### src/rtl/refsync_pkg.sv
package refsync_pkg;
  localparam int PH_W = 2;
  typedef logic [PH_W-1:0] ph_t;

  function automatic logic rate_bit(input ph_t c, input logic half);
    return half ? c[0] : c[PH_W-1];
  endfunction
endpackage

### src/rtl/refsync_edge.sv
module refsync_edge #(
  parameter int STAGES = 2
) (
  input  logic clk,
  input  logic rst_n,
  input  logic ref_in,
  output logic strobe
);
  logic [STAGES:0] chain;

  always_ff @(posedge clk or negedge rst_n) begin
    if (!rst_n) chain[0] <= 1'b0;
    else        chain[0] <= ref_in;
  end

  for (genvar i = 1; i <= STAGES; i++) begin : g_stage
    always_ff @(posedge clk or negedge rst_n) begin
      if (!rst_n) chain[i] <= 1'b0;
      else        chain[i] <= chain[i-1];
    end
  end

  // rising edge on the synchronized level
  assign strobe = chain[STAGES-1] & ~chain[STAGES];
endmodule

### src/rtl/refsync_watch.sv
module refsync_watch #(
  parameter int LIMIT = 16
) (
  input  logic clk,
  input  logic rst_n,
  input  logic strobe,
  output logic lost_nxt
);
  localparam int MW = $clog2(LIMIT + 1);
  localparam logic [MW-1:0] LIM = MW'(LIMIT);

  logic [MW-1:0] miss_q, miss_nxt;

  always_comb begin
    if (strobe)           miss_nxt = '0;
    else if (miss_q < LIM) miss_nxt = miss_q + 1'b1;
    else                  miss_nxt = miss_q;
  end

  assign lost_nxt = (miss_nxt >= LIM);

  // reset counts as lost
  always_ff @(posedge clk or negedge rst_n) begin
    if (!rst_n) miss_q <= LIM;
    else        miss_q <= miss_nxt;
  end
endmodule

### src/rtl/refsync_phase_ctr.sv
module refsync_phase_ctr
  import refsync_pkg::*;
(
  input  logic clk,
  input  logic rst_n,
  input  logic slave_en,
  input  logic strobe,
  input  ph_t  phase_sel,
  output ph_t  cnt_nxt
);
  ph_t cnt_q;

  // load on reference edge in slave mode, else free count
  always_comb begin
    if (slave_en && strobe) cnt_nxt = phase_sel;
    else                    cnt_nxt = ph_t'(cnt_q + 1'b1);
  end

  always_ff @(posedge clk or negedge rst_n) begin
    if (!rst_n) cnt_q <= '0;
    else        cnt_q <= cnt_nxt;
  end
endmodule

### src/rtl/refsync_clkdiv.sv
module refsync_clkdiv
  import refsync_pkg::*;
#(
  parameter int SYNC_STAGES = 2,
  parameter int LOSS_LIMIT  = 16
) (
  input  logic       clk,
  input  logic       rst_n,
  input  logic       slave_en,
  input  logic [1:0] phase_sel,
  input  logic       half_rate,
  input  logic       out_disable,
  input  logic       ref_in,
  output logic       div_clk,
  output logic       ref_out_a,
  output logic       ref_out_b
);
  logic strobe;
  logic lost_nxt;
  ph_t  cnt_nxt;
  logic hold;
  logic div_d, ref_d;

  refsync_edge #(.STAGES(SYNC_STAGES)) u_edge (
    .clk(clk), .rst_n(rst_n), .ref_in(ref_in), .strobe(strobe)
  );

  refsync_watch #(.LIMIT(LOSS_LIMIT)) u_watch (
    .clk(clk), .rst_n(rst_n), .strobe(strobe), .lost_nxt(lost_nxt)
  );

  refsync_phase_ctr u_ctr (
    .clk(clk), .rst_n(rst_n), .slave_en(slave_en), .strobe(strobe),
    .phase_sel(phase_sel), .cnt_nxt(cnt_nxt)
  );

  assign hold  = slave_en & lost_nxt;
  assign div_d = hold ? 1'b0 : rate_bit(cnt_nxt, half_rate);
  assign ref_d = (hold | out_disable) ? 1'b0 : cnt_nxt[PH_W-1];

  always_ff @(posedge clk or negedge rst_n) begin
    if (!rst_n) begin
      div_clk   <= 1'b0;
      ref_out_a <= 1'b0;
      ref_out_b <= 1'b0;
    end else begin
      div_clk   <= div_d;
      ref_out_a <= ref_d;
      ref_out_b <= ref_d;
    end
  end
endmodule

### config.mk
export PLATFORM = sky130hd
export DESIGN_NAME = refsync_clkdiv
export DESIGN_NICKNAME = d
export VERILOG_FILES = /design/src/rtl/refsync_pkg.sv /design/src/rtl/refsync_edge.sv /design/src/rtl/refsync_watch.sv /design/src/rtl/refsync_phase_ctr.sv /design/src/rtl/refsync_clkdiv.sv
export SDC_FILE = /design/constraint.sdc
export NUM_CORES = 1
export LEC_CHECK = 0
export BUFFER_PORTS_ARGS = -buffer_cell sky130_fd_sc_hd__buf_2
export CAP_MARGIN = 20
export CORE_AREA = 2 2 39 41
export DETAILED_ROUTE_END_ITERATION = 6
export DIE_AREA = 0 0 41 43
export PLACE_DENSITY = 0.58
export SLEW_MARGIN = 40
export SYNTH_ARGS = -nofsm -noshare
export SYNTH_HDL_FRONTEND = slang
export SYNTH_SLANG_ARGS = --single-unit
### constraint.sdc
create_clock -name clk -period 1.37 [get_ports clk]
set_input_delay 0.274 -clock clk [delete_from_list [all_inputs] [get_ports clk]]
set_output_delay 0.274 -clock clk [all_outputs]
set_load 0.02 [all_outputs]
==> flow_results.xml, run 1 <==
<?xml version="1.0" encoding="UTF-8"?>
<metrics>
  <group name="run_status">
    <metric name="status" unit="">completed</metric>
  </group>
  <group name="place">
    <metric name="detailed_place_hpwl" unit="um">602</metric>
    <metric name="place.gp.congestion" unit="">0.708</metric>
    <metric name="io_buffers" unit="">10</metric>
    <metric name="place_inst" unit="">68</metric>
  </group>
  <group name="critical_path">
    <metric name="timing.rr.end" unit="">div_clk</metric>
    <metric name="crit_arrival" unit="ns">1.46</metric>
    <metric name="critical-path-top-delay-family" unit="">compound AO/OA/AOI/OAI gates</metric>
    <metric name="worst_r2r_path_depth" unit="">4</metric>
    <metric name="critical_path.max_fanout" unit="">3</metric>
    <metric name="timing.reg2reg.setup_slack" unit="ns">0.08</metric>
    <metric name="cp_num_buf_inv" unit="">0</metric>
    <metric name="critPathRequiredTime" unit="ns">1.54</metric>
    <metric name="worstSetupStartpointType" unit="">flip-flop</metric>
    <metric name="crit_path_cell_trace" unit="">ha_1 -&gt; a31oi_2 -&gt; a21boi_1 -&gt; a221oi_2</metric>
    <metric name="timing.setup.critical_path_class" unit="">flip-flop to flip-flop</metric>
    <metric name="regToRegStartpoint" unit="">u_watch.miss_q[0]</metric>
    <metric name="slowest_delay" unit="ns">0.40</metric>
    <metric name="critPathCaptureType" unit="">flip-flop</metric>
    <metric name="critPathSlowestCell" unit="">sky130_fd_sc_hd__dfrtp_1</metric>
  </group>
  <group name="cts">
    <metric name="path_clk_slew" unit="ns">0.07</metric>
    <metric name="worstSkewPairLatency" unit="ns">0.26</metric>
    <metric name="tritoncts" unit="">done</metric>
    <metric name="clkSinkCount" unit="">12</metric>
    <metric name="cts_buffer_depth" unit="">2</metric>
    <metric name="cts_inserted_buffers" unit="">3</metric>
    <metric name="clock-root-buffer" unit="">sky130_fd_sc_hd__clkbuf_4</metric>
    <metric name="cts-htree-levels" unit="">1</metric>
  </group>
  <group name="sta">
    <metric name="period_minus_slack" unit="ns">1.29</metric>
    <metric name="timing_worst_slew_pin_value" unit="ns">0.243</metric>
    <metric name="relSlewSlack" unit="%">83.3</metric>
    <metric name="drv_slew" unit="">0</metric>
    <metric name="setup_viol" unit="">0</metric>
    <metric name="fmaxAchievable" unit="MHz">774</metric>
    <metric name="final_min_period_over_clock_period" unit="%">94.3</metric>
    <metric name="clock-skew-final" unit="ns">0.00636</metric>
    <metric name="finalHoldViolCount" unit="">0</metric>
  </group>
  <group name="route">
    <metric name="drt_pre_antenna_iters" unit="">4</metric>
    <metric name="route.detailed.wl_per_inst" unit="um">11.6</metric>
    <metric name="drt_drc_violations_left" unit="">0</metric>
    <metric name="vias" unit="">341</metric>
    <metric name="route.antenna.remaining_nets" unit="">0</metric>
    <metric name="avgViaCountPerCell" unit="">4.67</metric>
    <metric name="drt_first_iter_violations" unit="">3</metric>
    <metric name="routed_wirelength" unit="um">846</metric>
  </group>
  <group name="flow_run">
    <metric name="timing.max_cap.violations" unit="">0</metric>
  </group>
  <group name="worst_hold_path">
    <metric name="worstHoldPathType" unit="">input pin to flip-flop</metric>
    <metric name="hold_depth" unit="">1</metric>
    <metric name="hold_path_start" unit="">ref_in</metric>
    <metric name="min_to" unit="">u_edge.chain[0]</metric>
  </group>
  <group name="synthesis">
    <metric name="synth.most_common_cell" unit="">sky130_fd_sc_hd__dfrtp_1</metric>
    <metric name="synth_edf_count" unit="">0</metric>
    <metric name="syn_area" unit="um2">526</metric>
    <metric name="top_cells_by_count_synth" unit="">sky130_fd_sc_hd__dfrtp_1, sky130_fd_sc_hd__nor2_1, sky130_fd_sc_hd__inv_1, sky130_fd_sc_hd__xor2_1, sky130_fd_sc_hd__mux2i_1</metric>
    <metric name="proportion_of_synthesized_chip_area_in_sequential_cells" unit="%">57.4</metric>
    <metric name="netlist_instances" unit="">44</metric>
    <metric name="seq_cells_post_synth" unit="">12</metric>
    <metric name="synthFlopType" unit="">sky130_fd_sc_hd__dfrtp_1</metric>
    <metric name="ys_async_sr_fraction" unit="%">100</metric>
    <metric name="synth_area_leaders" unit="">sky130_fd_sc_hd__dfrtp_1, sky130_fd_sc_hd__dfstp_2, sky130_fd_sc_hd__xor2_1</metric>
    <metric name="number_of_library_cell_types_mapped_by_synthesis" unit="">24</metric>
    <metric name="mappedNetlistNets" unit="">53</metric>
    <metric name="synth_largest_type_area_fraction" unit="%">52.4</metric>
    <metric name="post_synth.cell_area_avg" unit="um2">11.9</metric>
    <metric name="synth_top_area_cell" unit="">sky130_fd_sc_hd__dfrtp_1</metric>
    <metric name="yosys_warnings" unit="">0</metric>
  </group>
  <group name="power">
    <metric name="cell_int_power" unit="uW">704</metric>
    <metric name="static_leak" unit="uW">0.000298</metric>
    <metric name="net-switching-power" unit="uW">340</metric>
    <metric name="comb_power_share" unit="%">29.2</metric>
    <metric name="ir_worst_vdd" unit="V">0.000772</metric>
    <metric name="p_seq_share" unit="%">50.4</metric>
    <metric name="share_clk_of_total_power" unit="%">20.4</metric>
    <metric name="power_per_cell_area" unit="nW/um2">1670</metric>
    <metric name="p_sw_share" unit="%">32.6</metric>
  </group>
  <group name="grt">
    <metric name="globalRouteTotalUtil" unit="%">11.9</metric>
    <metric name="grt_pass1_vias" unit="">344</metric>
    <metric name="grt_max_degree" unit="">13</metric>
    <metric name="grt_overflow" unit="">0</metric>
    <metric name="grt_first_pass_wirelength" unit="um">1370</metric>
    <metric name="number_of_antenna_violations_at_the_first_check_in_global_routing" unit="">0</metric>
  </group>
  <group name="die">
    <metric name="num_rows" unit="">14</metric>
    <metric name="dieWidth" unit="um">41</metric>
    <metric name="start_util" unit="%">38.0</metric>
    <metric name="die-height" unit="um">43</metric>
    <metric name="fp.dieArea" unit="um2">1760</metric>
    <metric name="num_io_pins" unit="">11</metric>
    <metric name="fp.coreArea" unit="um2">1380</metric>
  </group>
  <group name="final_layout">
    <metric name="area_growth" unit="%">19.0</metric>
    <metric name="multiInputGateArea" unit="um2">206</metric>
    <metric name="final-seq-area" unit="um2">302</metric>
    <metric name="antenna-diode-count" unit="">0</metric>
    <metric name="layout.filler_cells" unit="">136</metric>
    <metric name="finalNonFillerCells" unit="">73</metric>
    <metric name="drive_gt1_share" unit="%">31.6</metric>
    <metric name="fin_nets" unit="">67</metric>
    <metric name="final_core_util" unit="%">45.2</metric>
  </group>
</metrics>
==> registers in the layout (all words and copies together) (netlist names) <==
name / cells
u_edge.chain: 3
u_watch.miss_q: 5
u_ctr.cnt_q: 2
div_clk: 1
ref_out_b: 1
==> stage by stage <==
step                power (uW)  setup WS, ns  cell area [um2]  setup TNS (ns)  hold slack [ns]
CTS                       1050        0.0856              619               0            0.101
floorplan                  746         0.177              526               0          -0.0216
global placement           818         0.141              583               0            0.166
finish                    1040        0.0777              626               0            0.115
detailed placement         824         0.117              583               0            0.166
global route              1130      -0.00570              626        -0.00570           0.0933
==> cell families after synthesis <==
family | count (synthesis) | share of synthesized area (%)
flip-flops | 12 | 57.4
multiplexers | 2 | 3.81
AO/OA/AOI/OAI | 7 | 10.5
AND/OR/NAND/NOR | 13 | 14.8
XOR/XNOR | 4 | 6.67
buffers and inverters | 5 | 4.52
adder cells (fa/ha/maj) | 1 | 2.38
==> power groups by stage <==
stage	registers, uW	logic, uW	clock network, uW
floorplan	539	208	0
global placement	521	297	0
detailed placement	525	299	0
CTS	519	303	230
global route	536	354	243
finish	526	305	213
==> cell usage in the layout (no fill, tap or decap), drive strengths merged, types with 2 or more instances in the layout <==
cell	count
clkbuf	4
mux2i	2
xor2	3
nor2	6
buf	10
dfrtp	11
inv	3
==> worst register-to-register path, stage by stage, from the launching register on <==
cell,delay (ns)
sky130_fd_sc_hd__dfrtp_1,0.40
sky130_fd_sc_hd__ha_1,0.23
sky130_fd_sc_hd__a31oi_2,0.21
sky130_fd_sc_hd__a21boi_1,0.12
sky130_fd_sc_hd__a221oi_2,0.23
==> layer usage <==
metal	share of wire (%)	GRT usage, %	vias up
li1	-	-	174
met1	45	15.3	158
met2	49	16.9	7
met3	4.4	4.71	2
met4	0.95	6.00	0
met5	0	0	-
==> repair_timing <==
item | in CTS | in global routing
setup buffers | 0 | 0
endpoints found under the hold margin | 11 | 0
setup endpoints to repair | 0 | 1
gates resized for setup | 0 | 1
hold buffers | 1 | 0
==> worst max-delay path by stage <==
stage / from / to / slack [ns] / depth (start not counted)
3_5_place_dp: u_watch.miss_q[0] / div_clk / 0.12 / 4
3_3_place_gp: u_watch.miss_q[0] / div_clk / 0.14 / 4
5_1_grt: u_watch.miss_q[0] / div_clk / -0.006 / 4
2_1_floorplan: u_watch.miss_q[0] / div_clk / 0.18 / 4
4_1_cts: u_watch.miss_q[0] / div_clk / 0.09 / 4
6_report: u_watch.miss_q[0] / div_clk / 0.08 / 4
==> final cells by class <==
cell class,instances,area share [%]
Timing Repair Buffer,11,9.60
Inverter,3,1.80
Sequential cell,12,48.2
Clock buffer,4,4.20
Tap cell,16,3.20
Multi-Input combinational cell,27,33.0
No activity file was read; power rests on OpenSTA's default activity.
==> run 2, diff against run 1 <==
--- a/config.mk
+++ b/config.mk
@@ -7,10 +7,10 @@
 export LEC_CHECK = 0
 export BUFFER_PORTS_ARGS = -buffer_cell sky130_fd_sc_hd__buf_2
 export CAP_MARGIN = 20
-export CORE_AREA = 2 2 39 41
+export CORE_MARGIN = 2
+export CORE_UTILIZATION = 34
 export DETAILED_ROUTE_END_ITERATION = 6
-export DIE_AREA = 0 0 41 43
-export PLACE_DENSITY = 0.58
+export PLACE_DENSITY = 0.51
 export SLEW_MARGIN = 40
 export SYNTH_ARGS = -nofsm -noshare
 export SYNTH_HDL_FRONTEND = slang
==> constraint.sdc (replaced) <==
create_clock -name clk -period 1.37 [get_ports clk]
set_input_delay 0.274 -clock clk [delete_from_list [all_inputs] [get_ports clk]]
set_output_delay 0.274 -clock clk [all_outputs]
set_load 0.1 [all_outputs]
==> run 2 against run 1 <==
Clock skew fell by 0.0024 ns. Via count rose by 2.3%. Count of clock-buffer cells in the layout did not move. Hold slack got worse by 0.0090 ns. Register-to-register slack improved by 0.03 ns. Combinational power rose by 62%. Critical path type is now flip-flop to output port. Largest power group unchanged.
==> flow_results.xml, run 2 (synthesis gave the netlist of run 1 again) <==
<?xml version="1.0" encoding="UTF-8"?>
<metrics>
  <group name="route">
    <metric name="drt-met1-wl" unit="um">421</metric>
    <metric name="route.antenna.remaining_nets" unit="">0</metric>
    <metric name="routed-wl-met3" unit="um">43</metric>
    <metric name="vias" unit="">349</metric>
    <metric name="routed_wirelength" unit="um">828</metric>
    <metric name="avgViaCountPerCell" unit="">4.78</metric>
    <metric name="drt_first_iter_violations" unit="">2</metric>
    <metric name="drt_pre_antenna_iters" unit="">4</metric>
    <metric name="drt_drc_violations_left" unit="">0</metric>
    <metric name="route.detailed.wl_per_inst" unit="um">11.3</metric>
    <metric name="detailroute.wirelength.met2" unit="um">362</metric>
    <metric name="top_layer_used" unit="">met3</metric>
  </group>
  <group name="final_layout">
    <metric name="layout_top_registers" unit="">u_watch.miss_q (5), u_edge.chain (3), u_ctr.cnt_q (2)</metric>
    <metric name="register_with_the_most_flip_flops" unit="">u_watch.miss_q</metric>
    <metric name="fin_nets" unit="">67</metric>
    <metric name="area_growth" unit="%">19.3</metric>
    <metric name="antenna-diode-count" unit="">0</metric>
    <metric name="largest_register_ff_count" unit="">5</metric>
    <metric name="final_cell_mix" unit="">sky130_fd_sc_hd__dfrtp_1, sky130_fd_sc_hd__buf_2, sky130_fd_sc_hd__nor2_1</metric>
    <metric name="drive_gt1_share" unit="%">33.3</metric>
  </group>
  <group name="power">
    <metric name="net-switching-power" unit="uW">539</metric>
    <metric name="static_leak" unit="uW">0.000297</metric>
    <metric name="power_per_cell_area" unit="nW/um2">1980</metric>
    <metric name="share_clk_of_total_power" unit="%">18.5</metric>
    <metric name="p_seq_share" unit="%">41.8</metric>
    <metric name="cell_int_power" unit="uW">704</metric>
    <metric name="comb_power_share" unit="%">39.7</metric>
    <metric name="ir_worst_vdd" unit="V">0.000779</metric>
    <metric name="p_sw_share" unit="%">43.4</metric>
  </group>
  <group name="sta">
    <metric name="setup_viol" unit="">0</metric>
    <metric name="drv_slew" unit="">0</metric>
    <metric name="timing_worst_slew_pin_value" unit="ns">0.485</metric>
    <metric name="fin_ws" unit="ns">0.0597</metric>
    <metric name="relSlewSlack" unit="%">67.9</metric>
    <metric name="fmaxAchievable" unit="MHz">763</metric>
    <metric name="clock-skew-final" unit="ns">0.00397</metric>
    <metric name="finalHoldViolCount" unit="">0</metric>
    <metric name="fin_hold_ws" unit="ns">0.106</metric>
    <metric name="setup_tns" unit="ns">0</metric>
    <metric name="final_min_period_over_clock_period" unit="%">95.6</metric>
    <metric name="rsz0062_at_grt" unit="">no</metric>
    <metric name="period_minus_slack" unit="ns">1.31</metric>
  </group>
  <group name="critical_path">
    <metric name="cp_num_buf_inv" unit="">1</metric>
    <metric name="regToRegStartpoint" unit="">u_watch.miss_q[0]</metric>
    <metric name="timing.setup.critical_path_class" unit="">flip-flop to output port</metric>
    <metric name="worstSetupStartpointType" unit="">flip-flop</metric>
    <metric name="slowest_delay" unit="ns">0.41</metric>
    <metric name="critical_path.max_fanout" unit="">2</metric>
    <metric name="critPathCaptureType" unit="">output port</metric>
    <metric name="critPathRequiredTime" unit="ns">1.10</metric>
    <metric name="crit_arrival" unit="ns">1.04</metric>
    <metric name="crit_path_cell_trace" unit="">buf_2</metric>
    <metric name="timing.reg2reg.setup_slack" unit="ns">0.11</metric>
    <metric name="critical-path-top-delay-family" unit="">buffers and inverters</metric>
    <metric name="critPathSlowestCell" unit="">sky130_fd_sc_hd__buf_2</metric>
    <metric name="worst_r2r_path_depth" unit="">4</metric>
    <metric name="timing.rr.end" unit="">div_clk</metric>
  </group>
  <group name="die">
    <metric name="num_io_pins" unit="">11</metric>
    <metric name="fp.dieArea" unit="um2">1880</metric>
    <metric name="dieWidth" unit="um">43.3</metric>
    <metric name="fp.coreArea" unit="um2">1470</metric>
    <metric name="num_rows" unit="">14</metric>
    <metric name="die-height" unit="um">43.3</metric>
    <metric name="start_util" unit="%">35.7</metric>
  </group>
  <group name="cts">
    <metric name="cts_inserted_buffers" unit="">3</metric>
    <metric name="clkSinkCount" unit="">12</metric>
    <metric name="cts-htree-levels" unit="">1</metric>
    <metric name="clock-root-buffer" unit="">sky130_fd_sc_hd__clkbuf_4</metric>
    <metric name="tritoncts" unit="">done</metric>
    <metric name="cts_buffer_depth" unit="">2</metric>
    <metric name="worstSkewPairLatency" unit="ns">0.27</metric>
    <metric name="path_clk_slew" unit="ns">0.08</metric>
  </group>
  <group name="place">
    <metric name="detailed_place_hpwl" unit="um">621</metric>
    <metric name="place.gp.congestion" unit="">0.720</metric>
    <metric name="io_buffers" unit="">10</metric>
    <metric name="placement.setup.worst_slack" unit="ns">0.0988</metric>
  </group>
  <group name="run_status">
    <metric name="status" unit="">completed</metric>
  </group>
  <group name="grt">
    <metric name="grt_max_degree" unit="">13</metric>
    <metric name="grt_first_pass_wirelength" unit="um">1380</metric>
    <metric name="grt_pass1_vias" unit="">347</metric>
    <metric name="globalRouteTotalUtil" unit="%">11.0</metric>
    <metric name="number_of_antenna_violations_at_the_first_check_in_global_routing" unit="">0</metric>
    <metric name="grt_overflow" unit="">0</metric>
  </group>
  <group name="worst_hold_path">
    <metric name="hold_depth" unit="">1</metric>
    <metric name="worstHoldPathType" unit="">input pin to flip-flop</metric>
    <metric name="hold_path_start" unit="">ref_in</metric>
    <metric name="min_to" unit="">u_edge.chain[0]</metric>
  </group>
  <group name="flow_run">
    <metric name="timing.max_cap.violations" unit="">0</metric>
  </group>
</metrics>
## run 2: worst max-delay path by stage
| stage | start | endpoint | slack, ns | cells after the start |
|---|---|---|---|---|
| 2_1_floorplan | ref_out_b | ref_out_b | 0.06 | 1 |
| 3_5_place_dp | u_watch.miss_q[0] | div_clk | 0.1 | 4 |
| 5_1_grt | u_edge.chain[2] | div_clk | 0.01 | 3 |
| 6_report | ref_out_b | ref_out_b | 0.06 | 1 |
| 4_1_cts | ref_out_b | ref_out_b | 0.04 | 1 |
| 3_3_place_gp | u_edge.chain[2] | div_clk | 0.12 | 3 |
## run 2: final cells by class
type	count	area (um2)
inverters	3	11.3
fillers	151	845
clock buffers	4	26.3
flip-flops and latches	12	303
repair buffers	11	60.1
multi-input cells	27	206
well taps	16	20.0
## run 2: repair_timing
item                                    in CTS  in global routing
endpoints found under the setup margin       0                  1
endpoints found under the hold margin       11                  0
setup buffers                                0                  0
hold buffers                                 1                  0
gates resized for setup                      0                  1
## run 2: through the flow
| stage | utilization [%] | std cells | power, uW | instance area (um2) |
|---|---|---|---|---|
| floorplan | - | 44 | 936 | 527 |
| global placement | 39.7 | 68 | 1010 | 584 |
| detailed placement | 39.7 | 68 | 1010 | 584 |
| CTS | 42.2 | 73 | 1260 | 621 |
| global route | 42.6 | 73 | 1330 | 627 |
| finish | 42.6 | 73 | 1240 | 627 |
## run 2: power by group through the flow
stage	Sequential, uW	Clock [uW]	Combinational, uW
final	520	230	493
after global routing	530	262	535
after CTS	517	248	492
after detailed placement	525	0	489
after global placement	523	0	485
after floorplan	667	0	269
## run 2: metal layers
| layer | up-vias | track usage, % |
|---|---|---|
| met2 | 11 | 13.7 |
| li1 | 175 | - |
| met5 | - | 0 |
| met3 | 0 | 3.83 |
| met1 | 163 | 14.2 |
| met4 | 0 | 10.9 |
